===== src/rtl/akb_pkg.sv =====
package akb_pkg;
  localparam int unsigned NUM_SLOTS = 2;

  typedef enum logic [0:0] {
    SLOT_HKEY = 1'b0,
    SLOT_AUTH = 1'b1
  } slot_e;
endpackage


===== src/rtl/akb_host_decode.sv =====
module akb_host_decode #(
  parameter int unsigned ADDR_W    = 12,
  parameter int unsigned DATA_W    = 32,
  parameter int unsigned WORDS     = 4,
  parameter int unsigned NUM_SLOTS = 2,
  parameter logic [ADDR_W-1:0] BASE_ADDR = 12'h500
) (
  input  logic                 valid_i,
  input  logic                 we_i,
  input  logic [ADDR_W-1:0]    addr_i,
  output logic [NUM_SLOTS-1:0] clr_o
);
  localparam int unsigned BYTES   = DATA_W / 8;
  localparam int unsigned LSB_W   = $clog2(BYTES);
  localparam int unsigned SPAN    = WORDS * BYTES;
  localparam int unsigned SPAN_SH = $clog2(SPAN);

  logic [ADDR_W-1:0] off;
  logic [ADDR_W-1:0] slot_idx;
  logic              wr_hit;

  assign off      = addr_i - BASE_ADDR;
  assign slot_idx = off >> SPAN_SH;
  // aligned host write at or above the base; slot index filters the top end
  assign wr_hit   = valid_i && we_i && (addr_i[LSB_W-1:0] == '0) && (addr_i >= BASE_ADDR);

  for (genvar g = 0; g < NUM_SLOTS; g++) begin : g_slot_dec
    assign clr_o[g] = wr_hit && (slot_idx == ADDR_W'(g));
  end
endmodule


===== src/rtl/akb_slot.sv =====
module akb_slot #(
  parameter int unsigned W = 128
) (
  input  logic         clk_i,
  input  logic         rst_ni,
  input  logic         clr_i,
  input  logic         ld_i,
  input  logic [W-1:0] d_i,
  output logic [W-1:0] q_o
);
  logic [W-1:0] q;

  // clear wins over load
  always_ff @(posedge clk_i or negedge rst_ni) begin
    if (!rst_ni)    q <= '0;
    else if (clr_i) q <= '0;
    else if (ld_i)  q <= d_i;
  end

  assign q_o = q;
endmodule


===== src/rtl/auth_key_bank.sv =====
module auth_key_bank
  import akb_pkg::*;
#(
  parameter int unsigned ADDR_W = 12,
  parameter int unsigned DATA_W = 32,
  parameter int unsigned KEY_W  = 128,
  parameter logic [ADDR_W-1:0] BASE_ADDR = 12'h500
) (
  input  logic              clk_i,
  input  logic              rst_ni,
  input  logic              host_valid_i,
  input  logic              host_we_i,
  input  logic [ADDR_W-1:0] host_addr_i,
  input  logic [DATA_W-1:0] host_wdata_i,
  output logic [DATA_W-1:0] host_rdata_o,
  input  logic              eng_hkey_we_i,
  input  logic [KEY_W-1:0]  eng_hkey_i,
  input  logic              eng_auth_we_i,
  input  logic [KEY_W-1:0]  eng_auth_i,
  input  logic              key_load_i,
  output logic [KEY_W-1:0]  hkey_o,
  output logic [KEY_W-1:0]  auth_o
);
  localparam int unsigned WORDS = KEY_W / DATA_W;

  logic [NUM_SLOTS-1:0] host_clr;
  logic [NUM_SLOTS-1:0] slot_clr;
  logic [NUM_SLOTS-1:0] slot_ld;
  logic [KEY_W-1:0]     slot_d [NUM_SLOTS];
  logic [KEY_W-1:0]     slot_q [NUM_SLOTS];
  logic                 unused_wdata;

  // host data never reaches storage
  assign unused_wdata = ^host_wdata_i;
  assign host_rdata_o = '0;

  akb_host_decode #(
    .ADDR_W    (ADDR_W),
    .DATA_W    (DATA_W),
    .WORDS     (WORDS),
    .NUM_SLOTS (NUM_SLOTS),
    .BASE_ADDR (BASE_ADDR)
  ) u_dec (
    .valid_i (host_valid_i),
    .we_i    (host_we_i),
    .addr_i  (host_addr_i),
    .clr_o   (host_clr)
  );

  assign slot_ld[int'(SLOT_HKEY)] = eng_hkey_we_i;
  assign slot_ld[int'(SLOT_AUTH)] = eng_auth_we_i;
  assign slot_d[int'(SLOT_HKEY)]  = eng_hkey_i;
  assign slot_d[int'(SLOT_AUTH)]  = eng_auth_i;

  for (genvar g = 0; g < NUM_SLOTS; g++) begin : g_slot
    assign slot_clr[g] = host_clr[g] | key_load_i;

    akb_slot #(.W(KEY_W)) u_slot (
      .clk_i  (clk_i),
      .rst_ni (rst_ni),
      .clr_i  (slot_clr[g]),
      .ld_i   (slot_ld[g]),
      .d_i    (slot_d[g]),
      .q_o    (slot_q[g])
    );
  end

  assign hkey_o = slot_q[int'(SLOT_HKEY)];
  assign auth_o = slot_q[int'(SLOT_AUTH)];
endmodule


===== config.mk =====
export PLATFORM = sky130hd
export DESIGN_NAME = auth_key_bank
export DESIGN_NICKNAME = d
export VERILOG_FILES = /design/src/rtl/akb_pkg.sv /design/src/rtl/akb_host_decode.sv /design/src/rtl/akb_slot.sv /design/src/rtl/auth_key_bank.sv
export SDC_FILE = /design/constraint.sdc
export NUM_CORES = 1
export LEC_CHECK = 0
export ABC_AREA = 0
export BUFFER_PORTS_ARGS = -buffer_cell sky130_fd_sc_hd__buf_2
export CELL_PAD_IN_SITES_DETAIL_PLACEMENT = 1
export CELL_PAD_IN_SITES_GLOBAL_PLACEMENT = 1
export CORE_AREA = 2 2 230 232
export CTS_CLUSTER_DIAMETER = 120
export DETAILED_ROUTE_END_ITERATION = 8
export DIE_AREA = 0 0 232 234
export HOLD_SLACK_MARGIN = 0.12
export PLACE_DENSITY = 0.55
export SKIP_CTS_REPAIR_TIMING = 1
export SLEW_MARGIN = 20
export SYNTH_ARGS = -nofsm -noshare
export SYNTH_HDL_FRONTEND = slang
export SYNTH_HIERARCHICAL = 1
export SYNTH_SLANG_ARGS = --single-unit

===== constraint.sdc =====
create_clock -name clk_i -period 1.8 [get_ports clk_i]
set_input_delay 0.36 -clock clk_i [delete_from_list [all_inputs] [get_ports clk_i]]
set_output_delay 0.36 -clock clk_i [all_outputs]
set_load 0.02 [all_outputs]

# Word-level counts from Yosys, hierarchy flattened
# Index checks and enable logic that the tools add are counted.
classes:
  n_addsub: 1
  n_mul: 0
  n_div: 0
  n_lt_le_gt_ge: 1
  n_eq_ne: 1
  shift: 0
  muxes: 4
  bitwise: 2
  n_reduce_logical: 9
ops:
  columns: ["cell", "n"]
  rows:
  - ["$mux W128", 4]
  - ["$ge A12 B11 Y1 const B", 1]
  - ["$logic_not A12 Y1", 1]
  - ["$sub A12 B11 Y12 const B", 1]
  - ["$eq A8 B1 Y1 const B", 1]
  - ["$logic_and A1 B1 Y1", 5]
  - ["$reduce_bool A2 Y1", 2]
  - ["$logic_not A2 Y1", 1]
  - ["$or A1 B1 Y1", 2]
totals:
  reg_bits: 256
  latchBits: 0
  ram_bits: 0
  mem_bits_ro: 0
  input_bits: 307
  word_cells: 20
  memories: 0

# Depth between registers and ports, before layout
depth:
  ltp_word: 6
  mapped_depth: 6
  mapped_depth_nobuf: 4

# Modules after synthesis
# The synthesis kept the hierarchy.
modules_own_cells:
  columns: ["mod", "instances", "cells_per_inst", "area_per_inst_um2", "seq_area_each_um2"]
  rows:
  - ["akb_slot", 2, 412, 5292.6, 3203.1]
  - ["auth_key_bank", 1, 35, 256.5, 0.0]
  - ["akb_host_decode", 1, 6, 50.0, 0.0]

# Worst setup path before layout
# OpenSTA, ideal clock, no wires.
synth_path:
  kind: "input to register"
  startpoint: "input port host_addr_i[4]"
  endpoint: "register g_slot[0].u_slot.q[105]"
  setup_time_ns: 0.121
  arrival_ns: 1.630
  path_slack_ns: 0.048
  stages: 6
  path_cell_list: "or4_1 nor3_1 or2_1 clkbuf_1 buf_2 nor2_1"
synth_between:
  elab_chain_cells: 5
  word_cells_on_any_way: 8
  cone_classes: "add/sub: 1; order compare: 1; mux: 1; bitwise: 1; reduce/logical: 4"
synth_rtl:
  columns: ["element", "line_no", "source"]
  rows:
  - ["start: declaration", "auth_key_bank.sv:13", "input logic [ADDR_W-1:0] host_addr_i,"]
  - ["$sub A12 B11 Y12 / $ge A12 B11 Y1 (equally long branches)", "akb_host_decode.sv:22, akb_host_decode.sv:25", null]
  - ["$logic_not A12 Y1 / $logic_and A1 B1 Y1 (equally long branches)", "akb_host_decode.sv:28, akb_host_decode.sv:25", null]
  - ["$logic_and A1 B1 Y1 (*)", "akb_host_decode.sv:28", "assign clr_o[g] = wr_hit && (slot_idx == ADDR_W'(g));"]
  - ["named net host_clr[0]", "auth_key_bank.sv:26", "logic [NUM_SLOTS-1:0] host_clr;"]
  - ["$or A1 B1 Y1 (*)", "auth_key_bank.sv:56", "assign slot_clr[g] = host_clr[g] | key_load_i;"]
  - ["named net slot_clr[0]", "auth_key_bank.sv:27", "logic [NUM_SLOTS-1:0] slot_clr;"]
  - ["$mux W128 / $reduce_bool A2 Y1 (equally long branches)", null, null]
  - ["end signal: assignment", "akb_slot.sv:17", "else if (ld_i) q <= d_i;"]
  - ["end: declaration", "akb_slot.sv:11", "logic [W-1:0] q;"]
# The timed path passes the listed nets; every way through them passes the cells marked *.
# A chain may end at the register's enable or synchronous reset.

# Final worst setup path
layout_path:
  startpoint: "register g_slot[0].u_slot.q[115]"
  endpoint: "output port hkey_o[115]"
layout_rtl:
  columns: ["element", "line_no", "source"]
  rows:
  - ["end: declaration", "auth_key_bank.sv:21", "output logic [KEY_W-1:0] hkey_o,"]
# No word-level cell between the ends.

==> results_dict.tcl <==
set metrics [dict create \
    grt.overflow.total 0 \
    crit_buf_inv 1 \
    drive_above_1_share_pct 36.6 \
    cts_root_buf "clkbuf_16" \
    synth.yosys.seq_area_share_pct 58.8 \
    grt_max_degree 51 \
    p_seq_share_pct 41.5 \
    start_util_pct 20.9 \
    path_class "flip-flop to primary output" \
    grt_pass1_wl_um 52200 \
    placed_cells 2060 \
    pwr-share-clk_pct 40.7 \
    hp-class "input port to flip-flop" \
    startpoint_type "flip-flop" \
    required_ns 1.44 \
    chipWidth_um 232 \
    tns_ns 0 \
    reg2reg_slack_ns 1.00 \
    hold_violations 0 \
    largest_register_ffs 256 \
    h-tree-depth 1 \
    first_pass_iters 4 \
    rsz0062_at_grt "no" \
    yosysWarnings 6 \
    p_leak_nw 9.68 \
    synth_area_per_cell_um2 12.6 \
    clkLatencyLatePin_ns 0.56 \
    numCtsBuffers 30 \
    slowest_stage "dfrtp_1" \
    first_global_vias 8857 \
    chipHeight_um 234 \
    drc_errors 0 \
    setup_viol 0 \
    hold_start "eng_hkey_i[93]" \
    final_common_cell "buf_2" \
    irDropWorstVdd_mv 0.561 \
    crit_arrival_ns 1.17 \
    intPower_mw 11.0 \
    max_stage_delay_ns 0.40 \
    synthCells 865 \
    wl_um 38600 \
    num_vias 9332 \
    maxCapViolations 0 \
    stdcell_count 2369 \
    cts.clk_slew.worst_paths_ns 0.06 \
    syn2layout_area_growth_pct 62.5 \
    crit_chain "buf_2" \
    setup_ws_ns 0.270 \
    first_iter_violations 297 \
    drv_slew 0 \
    ant_nets 0 \
    power_density_nw_per_um2 853 \
    fin_crit_sh_pct 85.0 \
    antenna_found_initial 0 \
    core_um2 52000 \
    pre_cts_slack_ns -0.150 \
    mostFrequentLayoutCells "525 x buf_2, 256 x mux2i_1, 256 x nor2_1, 256 x dfrtp_1, 255 x dlygate4sd3_1" \
    ys_types 14 \
    track_usage_pct 12.3 \
    final.min_clock_period_ns 1.53 \
    tritoncts "built" \
    yosys_register_bits 256 \
    cts.sinks 256 \
    status "finished clean" \
    synthesis.area_um2 10900 \
    portBuffers 528 \
    dpl.hpwl_um 26800 \
    end_kind "primary output" \
    nFillCells 5926 \
    num_rows 84 \
    place_congestion 0.767 \
    rr_startpoint "g_slot[1].u_slot/q_o[119]" \
    p_sw_share_pct 26.9 \
    final_cell_area_um2 17700 \
    worstPathMaxFanout 2 \
    crit_path_start "g_slot[0].u_slot/q_o[115]" \
    wl_per_cell_um 16.3 \
    die_area_um2 54300 \
    io_pins 595 \
    combPwrFrac_pct 17.8 \
    nets 1966 \
    via_per_inst 3.94 \
    clock_skew_ns 0 \
    critPathTopFamily "flip-flops" \
    clock.fmax_mhz 654 \
    cts_buffer_depth 3 \
    post_dp_cell_area_um2 14100 \
    power.switching_mw 4.07 \
]
-- synthesized netlist by cell type --
cell / n / area, um^2
buf_12: 26 / 521
buf_2: 6 / 30.0
buf_4: 32 / 240
buf_6: 2 / 22.5
clkbuf_1: 22 / 82.6
conb_1: 1 / 3.75
dfrtp_1: 256 / 6410
mux2i_1: 256 / 2560
nand4bb_1: 2 / 22.5
nor2_1: 256 / 961
nor3_1: 2 / 10.0
or2_1: 2 / 12.5
or4_1: 1 / 7.51
or4b_1: 1 / 10.0
-- area by class of cell --
| cell class | count | area, um^2 | share of cell area, % |
|---|---|---|---|
| multi-input cells | 552 | 3710 | 21.0 |
| clock inverters | 10 | 103 | 0.580 |
| well taps | 688 | 861 | 4.86 |
| flip-flops and latches | 256 | 6410 | 36.2 |
| diodes | 1 | 2.50 | 0.0141 |
| repair buffers | 819 | 5710 | 32.3 |
| clock buffers | 43 | 901 | 5.09 |
-- logic make-up after synthesis --
logic type	Yosys count	share of synthesized area (%)
buf+inv	88	8.23
simple gates	264	9.40
flops	256	58.8
other cells	1	0.0344
mux	256	23.5
-- layer usage --
layer / track usage (%) / vias up / routed length, um
li1: - / 4382 / -
met1: 13.9 / 4564 / 14900
met2: 22.0 / 340 / 20100
met3: 4.24 / 46 / 2910
met4: 3.04 / 0 / 741
met5: 0 / - / 0
-- path summary, 6_finish.rpt --
check	cells after the start	end
worst max-delay path	1	hkey_o[115]
worst min-delay path	3	g_slot[0].u_slot/q_o[93]
worst max register to register	2	g_slot[1].u_slot/q_o[119]
worst min register to register	2	g_slot[0].u_slot/q_o[18]
max in group asynchronous	3	g_slot[0].u_slot/q_o[125]
min in group asynchronous	2	g_slot[1].u_slot/q_o[90]
-- per-stage QoR --
stage / power [mW] / hold WS [ns] / utilization (%)
floorplan: 7.67 / 0.0644 / -
global placement: 8.57 / 0.301 / 27.2
detailed placement: 8.61 / 0.306 / 27.2
CTS: 14.9 / -0.308 / 29.1
global route: 15.9 / 0.125 / 34.0
finish: 15.1 / 0.0998 / 34.0
-- power by group through the flow --
stage / combinational, mW / sequential, mW / clock (mW)
floorplan: 0.915 / 6.75 / 0
global placement: 2.23 / 6.34 / 0
detailed placement: 2.26 / 6.35 / 0
CTS: 2.26 / 6.26 / 6.40
global route: 2.92 / 6.30 / 6.63
finish: 2.69 / 6.26 / 6.15
No activity file was read; power rests on OpenSTA's default activity.
